**src/rtl/shreg_pkg.sv**
```systemverilog
package shreg_pkg;
  typedef enum logic [1:0] {
    OP_HOLD  = 2'b00,
    OP_LEFT  = 2'b01,
    OP_RIGHT = 2'b10,
    OP_LOAD  = 2'b11
  } shreg_op_e;

  // Value entering the MSB on a right shift.
  function automatic logic msb_entry(input logic arith, input logic old_msb,
                                     input logic ser_in);
    return arith ? old_msb : ser_in;
  endfunction

  // Four-way pick used at every bit position.
  function automatic logic pick4(input logic [1:0] sel, input logic keep,
                                 input logic lower, input logic upper,
                                 input logic par);
    logic r;
    unique case (sel)
      OP_HOLD:  r = keep;
      OP_LEFT:  r = lower;
      OP_RIGHT: r = upper;
      default:  r = par;
    endcase
    return r;
  endfunction
endpackage

```
**src/rtl/shreg_endfill.sv**
```systemverilog
module shreg_endfill (
  input  logic arith,
  input  logic old_msb,
  input  logic ser_left,
  input  logic ser_right,
  output logic lsb_in,
  output logic msb_in
);
  import shreg_pkg::*;
  always_comb begin
    lsb_in = ser_left;
    msb_in = msb_entry(arith, old_msb, ser_right);
  end
endmodule

```
**src/rtl/shreg_mux4.sv**
```systemverilog
module shreg_mux4 (
  input  logic [1:0] sel,
  input  logic       keep,
  input  logic       lower,
  input  logic       upper,
  input  logic       par,
  output logic       y
);
  import shreg_pkg::*;
  always_comb y = pick4(sel, keep, lower, upper, par);
endmodule

```
**src/rtl/shreg_store.sv**
```systemverilog
module shreg_store #(
  parameter int W = 4
) (
  input  logic         clk,
  input  logic         clr,
  input  logic [W-1:0] nxt,
  output logic [W-1:0] cur
);
  always_ff @(posedge clk) begin
    if (clr) cur <= '0;
    else     cur <= nxt;
  end
endmodule

```
**src/rtl/bidir_shreg.sv**
```systemverilog
module bidir_shreg #(
  parameter int W = 4
) (
  input  logic         clk,
  input  logic         clr,
  input  logic [1:0]   mode,
  input  logic         arith,
  input  logic         ser_left,
  input  logic         ser_right,
  input  logic [W-1:0] d,
  output logic [W-1:0] q
);
  localparam int MSB = W - 1;

  logic         lsb_in;
  logic         msb_in;
  logic [W-1:0] lower_nb;
  logic [W-1:0] upper_nb;
  logic [W-1:0] nxt;

  shreg_endfill u_fill (
    .arith     (arith),
    .old_msb   (q[MSB]),
    .ser_left  (ser_left),
    .ser_right (ser_right),
    .lsb_in    (lsb_in),
    .msb_in    (msb_in)
  );

  for (genvar i = 0; i < W; i++) begin : g_bit
    if (i == 0) begin : g_lo
      assign lower_nb[i] = lsb_in;
    end else begin : g_lo_mid
      assign lower_nb[i] = q[i-1];
    end
    if (i == MSB) begin : g_hi
      assign upper_nb[i] = msb_in;
    end else begin : g_hi_mid
      assign upper_nb[i] = q[i+1];
    end
    shreg_mux4 u_mux (
      .sel   (mode),
      .keep  (q[i]),
      .lower (lower_nb[i]),
      .upper (upper_nb[i]),
      .par   (d[i]),
      .y     (nxt[i])
    );
  end

  shreg_store #(.W(W)) u_store (
    .clk (clk),
    .clr (clr),
    .nxt (nxt),
    .cur (q)
  );
endmodule

```
**config.mk**
```make
export PLATFORM = sky130hd
export DESIGN_NAME = bidir_shreg
export DESIGN_NICKNAME = d
export VERILOG_FILES = /design/src/rtl/shreg_pkg.sv /design/src/rtl/shreg_endfill.sv /design/src/rtl/shreg_mux4.sv /design/src/rtl/shreg_store.sv /design/src/rtl/bidir_shreg.sv
export SDC_FILE = /design/constraint.sdc
export NUM_CORES = 1
export LEC_CHECK = 0
export ABC_AREA = 1
export BUFFER_PORTS_ARGS = -buffer_cell sky130_fd_sc_hd__buf_2
export CORE_AREA = 2 2 39 41
export CTS_CLUSTER_SIZE = 25
export DETAILED_ROUTE_END_ITERATION = 10
export DIE_AREA = 0 0 41 43
export PLACE_DENSITY = 0.53
export SLEW_MARGIN = 0
export SYNTH_ARGS = -nofsm -noshare
export SYNTH_HDL_FRONTEND = slang
export SYNTH_SLANG_ARGS = --single-unit
```
**constraint.sdc**
```tcl
create_clock -name clk -period 1.1 [get_ports clk]
set_input_delay 0.055 -clock clk [delete_from_list [all_inputs] [get_ports clk]]
set_output_delay 0.055 -clock clk [all_outputs]
set_load 0.02 [all_outputs]
```
-- Word-level counts from Yosys, hierarchy flattened
Cells that the tools add are included.
- flip-flop bits (word level): 4
- input port bits: 11
- output and inout bits: 4
- word-level logic and storage cells: 13
- equality and inequality tests: 3
- muxes and demuxes: 5
- bitwise gates (word level): 1
- reductions and logical operators: 2
- operator list (operator ; number):
    1-bit one-hot mux with 3 select lines ; 4
    2-bit by 1-bit equality test with 1-bit output, second input constant ; 1
    2-bit equality test, second input constant ; 1
    2-bit logical NOT ; 1
    2-bit inequality test, second input constant ; 1
    2-bit AND reduction ; 1
    1-bit 2-to-1 mux ; 1
    1-bit inverter ; 1

-- Depth between registers and ports, before layout
Gate-level depths: netlist of the first run.
- depth in word-level cells: 3
- mapped depth: 7
- depth with buffers taken out: 7

-- Modules after synthesis
A second synthesis of the first run with hierarchy kept.
- cell total of the unflattened synthesis: 69
- area total of the unflattened synthesis: 337.8 um^2
- modules (own cells, without submodules) (module ; instances ; cells an instance ; area an instance (um^2) ; sequential area each (um^2)):
    shreg_mux4 ; 4 ; 13 ; 51.3 ; 0.0
    shreg_store ; 1 ; 12 ; 110.1 ; 80.1
    shreg_endfill ; 1 ; 5 ; 22.5 ; 0.0

-- Worst setup path after synthesis of the first run
OpenSTA, ideal clock, no wires.
- kind: input -> register
- from: input mode[0]
- to: register u_store.cur[2]
- data arrival time: 0.827 ns
- slack: 0.154 ns
- stages on the path: 5
- path buffers: 0
- path through: inv_1 > ha_1 > or2_2 > nand2_1 > a21oi_1
- cells in the longest elaborated chain, start to end: 2
- ends and longest elaborated chain (what ; RTL line ; source):
    from (decl) ; bidir_shreg.sv:6 ; input logic [1:0] mode,
    2-bit equality test (tied with other cells) ; shreg_pkg.sv:20 ; unique case (sel)
    1-bit one-hot mux with 3 select lines ; shreg_pkg.sv:20 ;
    to (signal assigned) ; shreg_store.sv:11 ; else cur <= nxt;
    to (decl) ; shreg_store.sv:7 ; output logic [W-1:0] cur
Several ways; a longest one is shown, not always the timed one.
A chain may end at the register's enable or synchronous reset.

==> results of run 1 <==
[final cells by class]
cell class	instances	area [um2]	share of cell area
multi-input cells	34	178.9	0.4121
inverters	4	15.01	0.03458
flip-flops and latches	4	80.08	0.1844
clock buffers	3	22.52	0.05187
repair buffers	20	117.6	0.2709
well taps	16	20.02	0.04611
[power groups by stage]
| stage | Combinational, mW | Sequential [mW] | Clock, mW |
|---|---|---|---|
| CTS | 0.142 | 0.172 | 0.187 |
| floorplan | 0.0998 | 0.171 | 0 |
| finish | 0.140 | 0.172 | 0.180 |
| global route | 0.159 | 0.174 | 0.190 |
| detailed placement | 0.139 | 0.174 | 0 |
| global placement | 0.138 | 0.174 | 0 |
[worst max-delay path: cells and delay by family]
family,cells,cell delay (ns)
AO/OA/AOI/OAI,2,0.22
buffers and inverters,3,0.74
[logic make-up (layout without fill, tap and decap cells)]
group           after synthesis  in the layout  synth area share
flops                         4              4            0.2634
buf+inv                       8             27            0.1481
simple gates                 24             24            0.3375
fa+ha+maj                     3              3            0.1235
compound gates                7              7            0.1275
[worst min path at each step]
stage	start	endpoint	slack (ns)	cells after the start
2_1_floorplan	clr	u_store.cur[3]	0.12	1
3_3_place_gp	clr	u_store.cur[3]	0.24	2
3_5_place_dp	clr	u_store.cur[3]	0.23	2
4_1_cts	d[1]	u_store.cur[1]	0.16	4
5_1_grt	arith	u_store.cur[3]	0.20	5
6_report	d[1]	u_store.cur[1]	0.16	4
[stage by stage]
| stage | area, um2 | worst slack [ns] |
|---|---|---|
| floorplan | 304.0 | 0.1538 |
| global placement | 401.6 | 0.003023 |
| detailed placement | 401.6 | -0.01211 |
| CTS | 434.2 | 0.2353 |
| global route | 434.2 | 0.1595 |
| finish | 434.2 | 0.2324 |
[cell usage in the layout, fill, tap and decap left out]
cell	count
o21ai_0	3
nor2_1	2
ha_1	3
a21oi_2	1
buf_4	5
a21oi_1	3
nand3_1	4
dlygate4sd3_1	1
or2_2	1
nand2_1	15
or2_1	2
buf_2	14
inv_1	4
dfxtp_1	4
clkbuf_4	3
[timing repair]
item / CTS / global route
setup endpoints to repair: 0 / 0
hold buffers: 1 / 0
endpoints found under the hold margin: 1 / 0
[per-layer routing]
layer / vias to the layer above / part of all wire / global-route usage
li1: 181 / - / -
met1: 146 / 0.48 / 0.1086
met2: 10 / 0.46 / 0.1281
met3: 0 / 0.051 / 0.03141
met4: 0 / 0 / 0.06000
met5: - / 0 / 0
==> results list, run 1 <==
* Number of hold violations in the final report: 0
- CTS tree: done
- Clock tree synthesis selected as its root buffer the cell clkbuf_4.
- Following the worst setup path forward leads to its endpoint at u_store.cur[0].
- Power comes to slightly below 0.5 mW.
* Clock latency at the later pin of the worst-skew pair: about 0.23 ns
- Sequential cell fraction of total power: 0.349
- Synthesis produced a netlist with a net count of 60.
- Cells on worst reg2reg path: 4
- Setup repair after global routing left no endpoint under its margin.
- The worst setup path is launched from an input port.
* Area of the placeable core: 1384 um2
* Die height: between 40 and 50 um
* Top-level port count: 15
- Tightest slew margin relative to the limit: 0.8755
* Slowest stage cell on the critical path: dlygate4sd3_1
- Critical path start-end classification: in2reg
* Crit path cell chain: dlygate4sd3_1 -> buf_2 -> inv_1 -> o21ai_0 -> a21oi_1
- In the final layout, the share of cells above drive strength 1 is 0.3692.
- For the pin with the worst max-slew slack, the measured transition is between 0.15 and 0.2 ns.
- Reg-to-Reg Start: u_store.cur[1]
- After global routing the overflow that remains totals 0.
* Fillers: about 180
* Type of destination of the critical path: register
- Counting flops with an async set or reset pin after synthesis yields a share of 0.
- Area of the die: 1763 um2
* Biggest regs: u_store.cur: 4 flops
* Overall track demand over capacity in global routing: 0.09018
* Switching share of power: 0.2883
- A synthesized cell averages 6.610 um2.
- Cell accounting for the most synthesized area: dfxtp_1
- The commonest cells after synthesis are nand2_1, buf_4, dfxtp_1, inv_1, nand3_1.
- The clock arrives with about 0.0042 ns of skew.
- After synthesis the cells add up to 304.0 um2.
- After detailed placement, the design holds a cell count of 77.
- For this configuration, the core starts out at a cell density of 0.2197.
* Status: completed
- Across all layers, the routed design uses about 340 vias.
* Final routed wirelength across all metal layers: 668 um
* Largest net degree at the start of global routing: 8
* Number of standard cells in the layout, taps in and fillers out: between 80 and 90
* Pwr per Cell Area: 1133 nW/um2
- Count of buffers inserted at the top-level ports: 14
- The pre-antenna-repair detailed-routing pass consisted of 4 iterations.
* Synth area leaders: dfxtp_1, nand2_1, ha_1, buf_4, nand3_1
- The clock passes through at most 2 buffers.
- In the final design database the tool counted between 80 and 90 nets.
- Via count of the first global-routing pass: a little over 300
- Top reg by flops: u_store.cur
- The most critical setup path has its startpoint at clr.
* Post-synth EDFFs: 0
- By instance count, the leading cell after synthesis is nand2_1.
- For this run, the register share of the synthesized area comes to 0.2634.
- Number of failing setup endpoints in the final timing report: 0
- In the routed layout, each cell is associated on average with a via count of ~4.2.
- DRC violations left: 0
* Clock-pin transition on the worst setup and hold timing paths: approximately 0.04 ns
- Flip-flop and latch count after synthesis: 4
- Maximum clock rate: 1153 MHz
- 0 antenna diodes ended up in the layout.
- Biggest fanout along the worst timing path: 3
- The die is between 40 and 50 um wide.
- Of the available clock period, the critical path in the final layout requires 0.7887.
- Unique masters post-synth: 12
* Number of maximum-capacitance violations: 0
- Num CTS Buffers: 3
- Setup slack of the worst register-to-register path: ~0.37 ns
- Peak VDD IR: 0.0003042 V
- Relative contribution of combinational cells to total power: 0.285
- The register with the most flip-flops in the layout has 4 of them.
- The share of synthesized area in the top cell type comes to 0.2634.
- The number of max-slew violations in the final report was 0.
- # H-tree levels: 1
- Clock power frac: 0.366
- Routability-driven placement finished with a final weighted congestion of between 0.6 and 0.7.
* Wire length of the first global-routing pass: about 1100 um
* WP data arrival: between 1 and 1.5 ns
- Req. time, crit path: between 1 and 1.5 ns
- The area growth from synthesis to layout is 42.80%.
- Sum of net half-perimeters after detailed placement: roughly 550 um
- Final hold analysis gives a worst-case slack of roughly 0.16 ns.
* Post-Route Utilization: 0.3137
- During synthesis, Yosys emitted a total of 0 warnings.
* Number of gates resized after cts: 0
- Routed length per placed instance: 8.247 um
- Adding up every negative setup slack in the final design gives 0 ns.
- Cell-internal power: between 0.3 and 0.4 mW
- Leak pwr: between 0.2 and 0.25 nW
- The number of antenna violations at the first check in global routing is 0.
* Shortest clock period the worst path allows after layout: about 0.87 ns
- Clock sink count: 4
- The analysis attributes to net switching a power of 0.1418 mW.
- Number of buffers inserted to repair setup after CTS: 0
- Crit Reg-Reg Endpoint: u_store.cur[2]
- In the synthesized netlist, the number of instances is 46.
- Synth Flop Type: dfxtp_1
- On the worst path, the slowest cell contributes a delay of ~0.53 ns.
- In this run the worst hold path is classified as in2reg.
- The detail route stage leaves a number of antenna-violating nets equal to 0.
* DRC violation total after the first TritonRoute iteration: 3
* Std-Cell Rows: 14
(Power assumes the default switching activity.)
==> inputs of run 2 (changes only) <==
--- a/config.mk
+++ b/config.mk
@@ -5,13 +5,13 @@
 export SDC_FILE = /design/constraint.sdc
 export NUM_CORES = 1
 export LEC_CHECK = 0
-export ABC_AREA = 1
+export ABC_AREA = 0
 export BUFFER_PORTS_ARGS = -buffer_cell sky130_fd_sc_hd__buf_2
 export CORE_AREA = 2 2 39 41
 export CTS_CLUSTER_SIZE = 25
 export DETAILED_ROUTE_END_ITERATION = 10
 export DIE_AREA = 0 0 41 43
-export PLACE_DENSITY = 0.53
+export PLACE_DENSITY = 0.51
 export SLEW_MARGIN = 0
 export SYNTH_ARGS = -nofsm -noshare
 export SYNTH_HDL_FRONTEND = slang
==> constraint.sdc (replaced) <==
create_clock -name clk -period 0.8 [get_ports clk]
set_input_delay 0.04 -clock clk [delete_from_list [all_inputs] [get_ports clk]]
set_output_delay 0.04 -clock clk [all_outputs]
set_load 0.02 [all_outputs]
==> run 2 against run 1 <==
  * Critical path type is now reg2reg
  * The run now ends with setup timing left
  * Count of clock-buffer cells in the layout unchanged
  * Hold slack got worse by 0.13 ns
  * Non-clock buffer count decreased by 2
  * Via count down 14%
  * Largest cell class unchanged
==> results list, run 2 <==
- Warnings, synthesis: 0
* Routed length per placed instance: around 10 um
- Pwr per Cell Area: ~1500 nW/um2
- In this run the remaining antenna-violating nets after routing total 0.
- Counting the buffers created by CTS gives 3.
* Clock power frac: 0.322
* Largest net degree at the start of global routing: 6
* Top reg by flops: u_store.cur
- Die height: ~43 um
- In the global route stage, overall resource usage came out at 0.09100.
- Met2 routed wirelength: 357 um
* Area of all placed cells without fillers: about 530 um2
* GP Congestion: between 0.6 and 0.7
- STA classifies the critical path endpoint as a register.
- Clock tree synthesis selected as its root buffer the cell clkbuf_4.
- Deepest clock path buffer count: 2
- Sequential cell area fraction in the yosys report: 0.2857
* Largest clock skew in the final design: between 0.002 and 0.0025 ns
- Post-placement setup slack: -0.5418 ns
* Least setup slack across all paths after layout: -0.08208 ns
* Commonest cells post-synth: inv_1, buf_4, dfxtp_1
- Routed signal wires occupy layers up through met3.
- Final worst path period share: 1.103
- The count of buffers added on input and output ports is 14.
- CTS tree: done
- Of the cells placed in the final design, the portion with a size suffix greater than 1 is 0.8163.
- Flip-flop and latch count after synthesis: 4
- Critical path's largest stage delay: about 0.36 ns
- Setup repair after global routing missed its margin: yes
* Number of buffers inserted to repair setup after CTS: 0
- The total overflow left after global routing is 0.
* Violated checks: setup timing
- Std-Cell Rows: 14
- Leak pwr: approximately 0.23 nW
* Number of optimization iterations in the first detailed-route pass: 3
- Switching share of power: 0.2983
- Length of routed wiring on met1: slightly below 300 um
- Across the run, the number of max-cap violations was 0.
* Class of the worst hold path: in2reg
- The setup path with the least slack is of type reg2reg.
- Biggest fanout along the worst timing path: 4
- # H-tree levels: 1
- Cell accounting for the most synthesized area: dfxtp_1
- Sequential cell fraction of total power: 0.325
- The via count of the first global-routing pass is 300.
- Internal power comes to around 0.54 mW.
- After detailed routing, the met3 layer carries approximately 32 um of wire.
- Number of hold violations in the final report: 0
* Area of the mapped netlist: around 280 um2
- Hold_buf cts: 0
- Shortest clock period the worst path allows after layout: 0.8821 ns
- WP data arrival: roughly 1.1 ns
* Status: complete, but fails checks
- Maximum clock rate: approximately 1100 MHz
* Number of antenna violations at the first check in global routing: 0
- The top cell types in the final layout, fill and taps aside, are buf_2, buf_4.
- In the synthesized netlist, the number of instances is 32.
- Pins Over Slew Limit: 0
- Top-level port count: 15
- STA classifies the critical path startpoint as a register.
- The slowest stage of the critical path is the dfxtp_4 cell.
- In the synthesized netlist the dominant register cell turns out to be dfxtp_1.
* Cells on worst reg2reg path: 3
- Compared with the post-synthesis result, the final layout area differs by 87.95%.
- Starting density of the core: 0.2025
* Final routed wirelength across all metal layers: 682 um
* Wire length of the first global-routing pass: ~1100 um
- Of the post-synthesis cell area, the dominant cell type holds 0.2857.
- Die width: roughly 41 um
- Sum of net half-perimeters after detailed placement: around 590 um
- In this run, synthesis inferred 0 flip-flops with an integrated enable.
* Tightest Pin Transition: 0.2572 ns
* DRC violation total after the first TritonRoute iteration: 1
- Relative contribution of combinational cells to total power: 0.353
- Fillers: 141
- In the post-synthesis netlist, the biggest area contributors are dfxtp_1, ha_1, buf_4, a2111oi_0, a221oi_1.
- Mean area per synthesized cell: just under 9 um2
* Tightest slew margin relative to the limit: 0.8282
- Area of the placeable core: ~1400 um2
- Setup violations remaining at the end of the flow were counted as 4.
- Net Switching: between 0.2 and 0.25 mW
* Post-layout net count: between 60 and 70
- Peak VDD IR: about 0.00035 V
* Clock latency at the later pin of the worst-skew pair: 0.23 ns
- In this run the cell area measured after placement is between 400 and 500 um2.
- After synthesis, the share of flip-flops with an asynchronous set or reset is 0.
* Number of flip-flops in the largest register: 4
* Unique masters post-synth: 14
* Vias per inst: between 4 and 5
* Commonest non-fill, non-tap cell in the layout: buf_2
* Final antenna diode count: 0
- Req. time, crit path: 0.96 ns
- After detailed routing, the number of remaining DRC violations is 0.
* Area of the die: between 1500 and 2000 um2
- Net count after synthesis: 46
- The clock net in this run drives a total of 4 sinks.
* Hold Crit Depth: 2
- Summing over every cut layer, the via total after detailed routing is 290.
- The largest registers in the layout are u_store.cur: 4 flops.
- Dominant cell by count in the synthesized netlist: inv_1
- Clock-pin transition on the worst setup and hold timing paths: around 0.04 ns
- The signal on the critical path passes through a22oi_2 -> a211o_1 -> a21oi_2.
run 2: cell types whose count changed in the layout (fill, tap and decap cells not counted), sizes merged, moves of 3 or more:
cell and delta:
nor3 +3, a221oi +3, nand2 -14, o21ai -3, a21oi -3, or2 -3
a2111oi +3, nand3 -4
run 2: routing by layer:
layer	up-vias	global-route usage
met5	-	0
met4	0	0.1000
met3	0	0.01571
met2	8	0.1375
met1	130	0.09206
li1	152	-
run 2: cell families (layout without fill, tap and decap cells):
logic type               count (synthesis)  count (layout)  synth area share
buffers and inverters                    9              26            0.1741
AO/OA/AOI/OAI                           10              10            0.2947
AND/OR/NAND/NOR                          6               6            0.1116
adder cells (fa/ha/maj)                  3               3            0.1339
flip-flops                               4               4            0.2857
run 2: metrics by stage:
step	power [mW]	std cells	util	setup TNS, ns	hold WS [ns]
6_report	0.7677	65	0.3807	-0.1957	0.03869
5_1_grt	0.8280	65	0.3807	-0.3303	0.03518
4_1_cts	0.7682	65	0.3590	-0.3426	0.01815
3_5_place_dp	0.4629	62	0.3065	-1.701	0.2609
3_3_place_gp	0.4622	62	0.3065	-1.699	0.2539
2_1_floorplan	0.4006	32	-	-0.5867	0.1091
run 2: final cells by class:
| class | instances | area [um2] | share of cell area |
|---|---|---|---|
| multi-input combinational | 19 | 215.2 | 0.4086 |
| sequential | 4 | 92.59 | 0.1758 |
| inverter | 5 | 36.28 | 0.06888 |
| tap | 16 | 20.02 | 0.03800 |
| clock buffer | 3 | 22.52 | 0.04276 |
| timing repair buffer | 18 | 140.1 | 0.2660 |
run 2: worst max-delay path, delay by kind of cell (launching register included):
kind / cells / cell delay [ns]
AOI/OAI and AO/OA: 3 / 0.46
DFF: 1 / 0.36
run 2: worst paths after layout:
path / end / slack [ns] / startpoint
max: u_store.cur[3] / -0.08 / u_store.cur[2]
min: u_store.cur[3] / 0.04 / clr
max reg2reg: u_store.cur[3] / -0.08 / u_store.cur[2]
min reg2reg: u_store.cur[0] / 0.49 / u_store.cur[0]
run 2: power by group through the flow:
| stage | clock (mW) | combinational [mW] | sequential [mW] |
|---|---|---|---|
| 2_1_floorplan | 0 | 0.159 | 0.241 |
| 3_3_place_gp | 0 | 0.215 | 0.248 |
| 3_5_place_dp | 0 | 0.216 | 0.247 |
| 4_1_cts | 0.275 | 0.247 | 0.247 |
| 5_1_grt | 0.282 | 0.293 | 0.253 |
| 6_report | 0.247 | 0.271 | 0.249 |
run 2: what timing repair did:
action                                  CTS  global route
endpoints found under the hold margin     0             0
pin swaps                                 7             3
endpoints found under the setup margin    8             8
resized for setup                        17            11
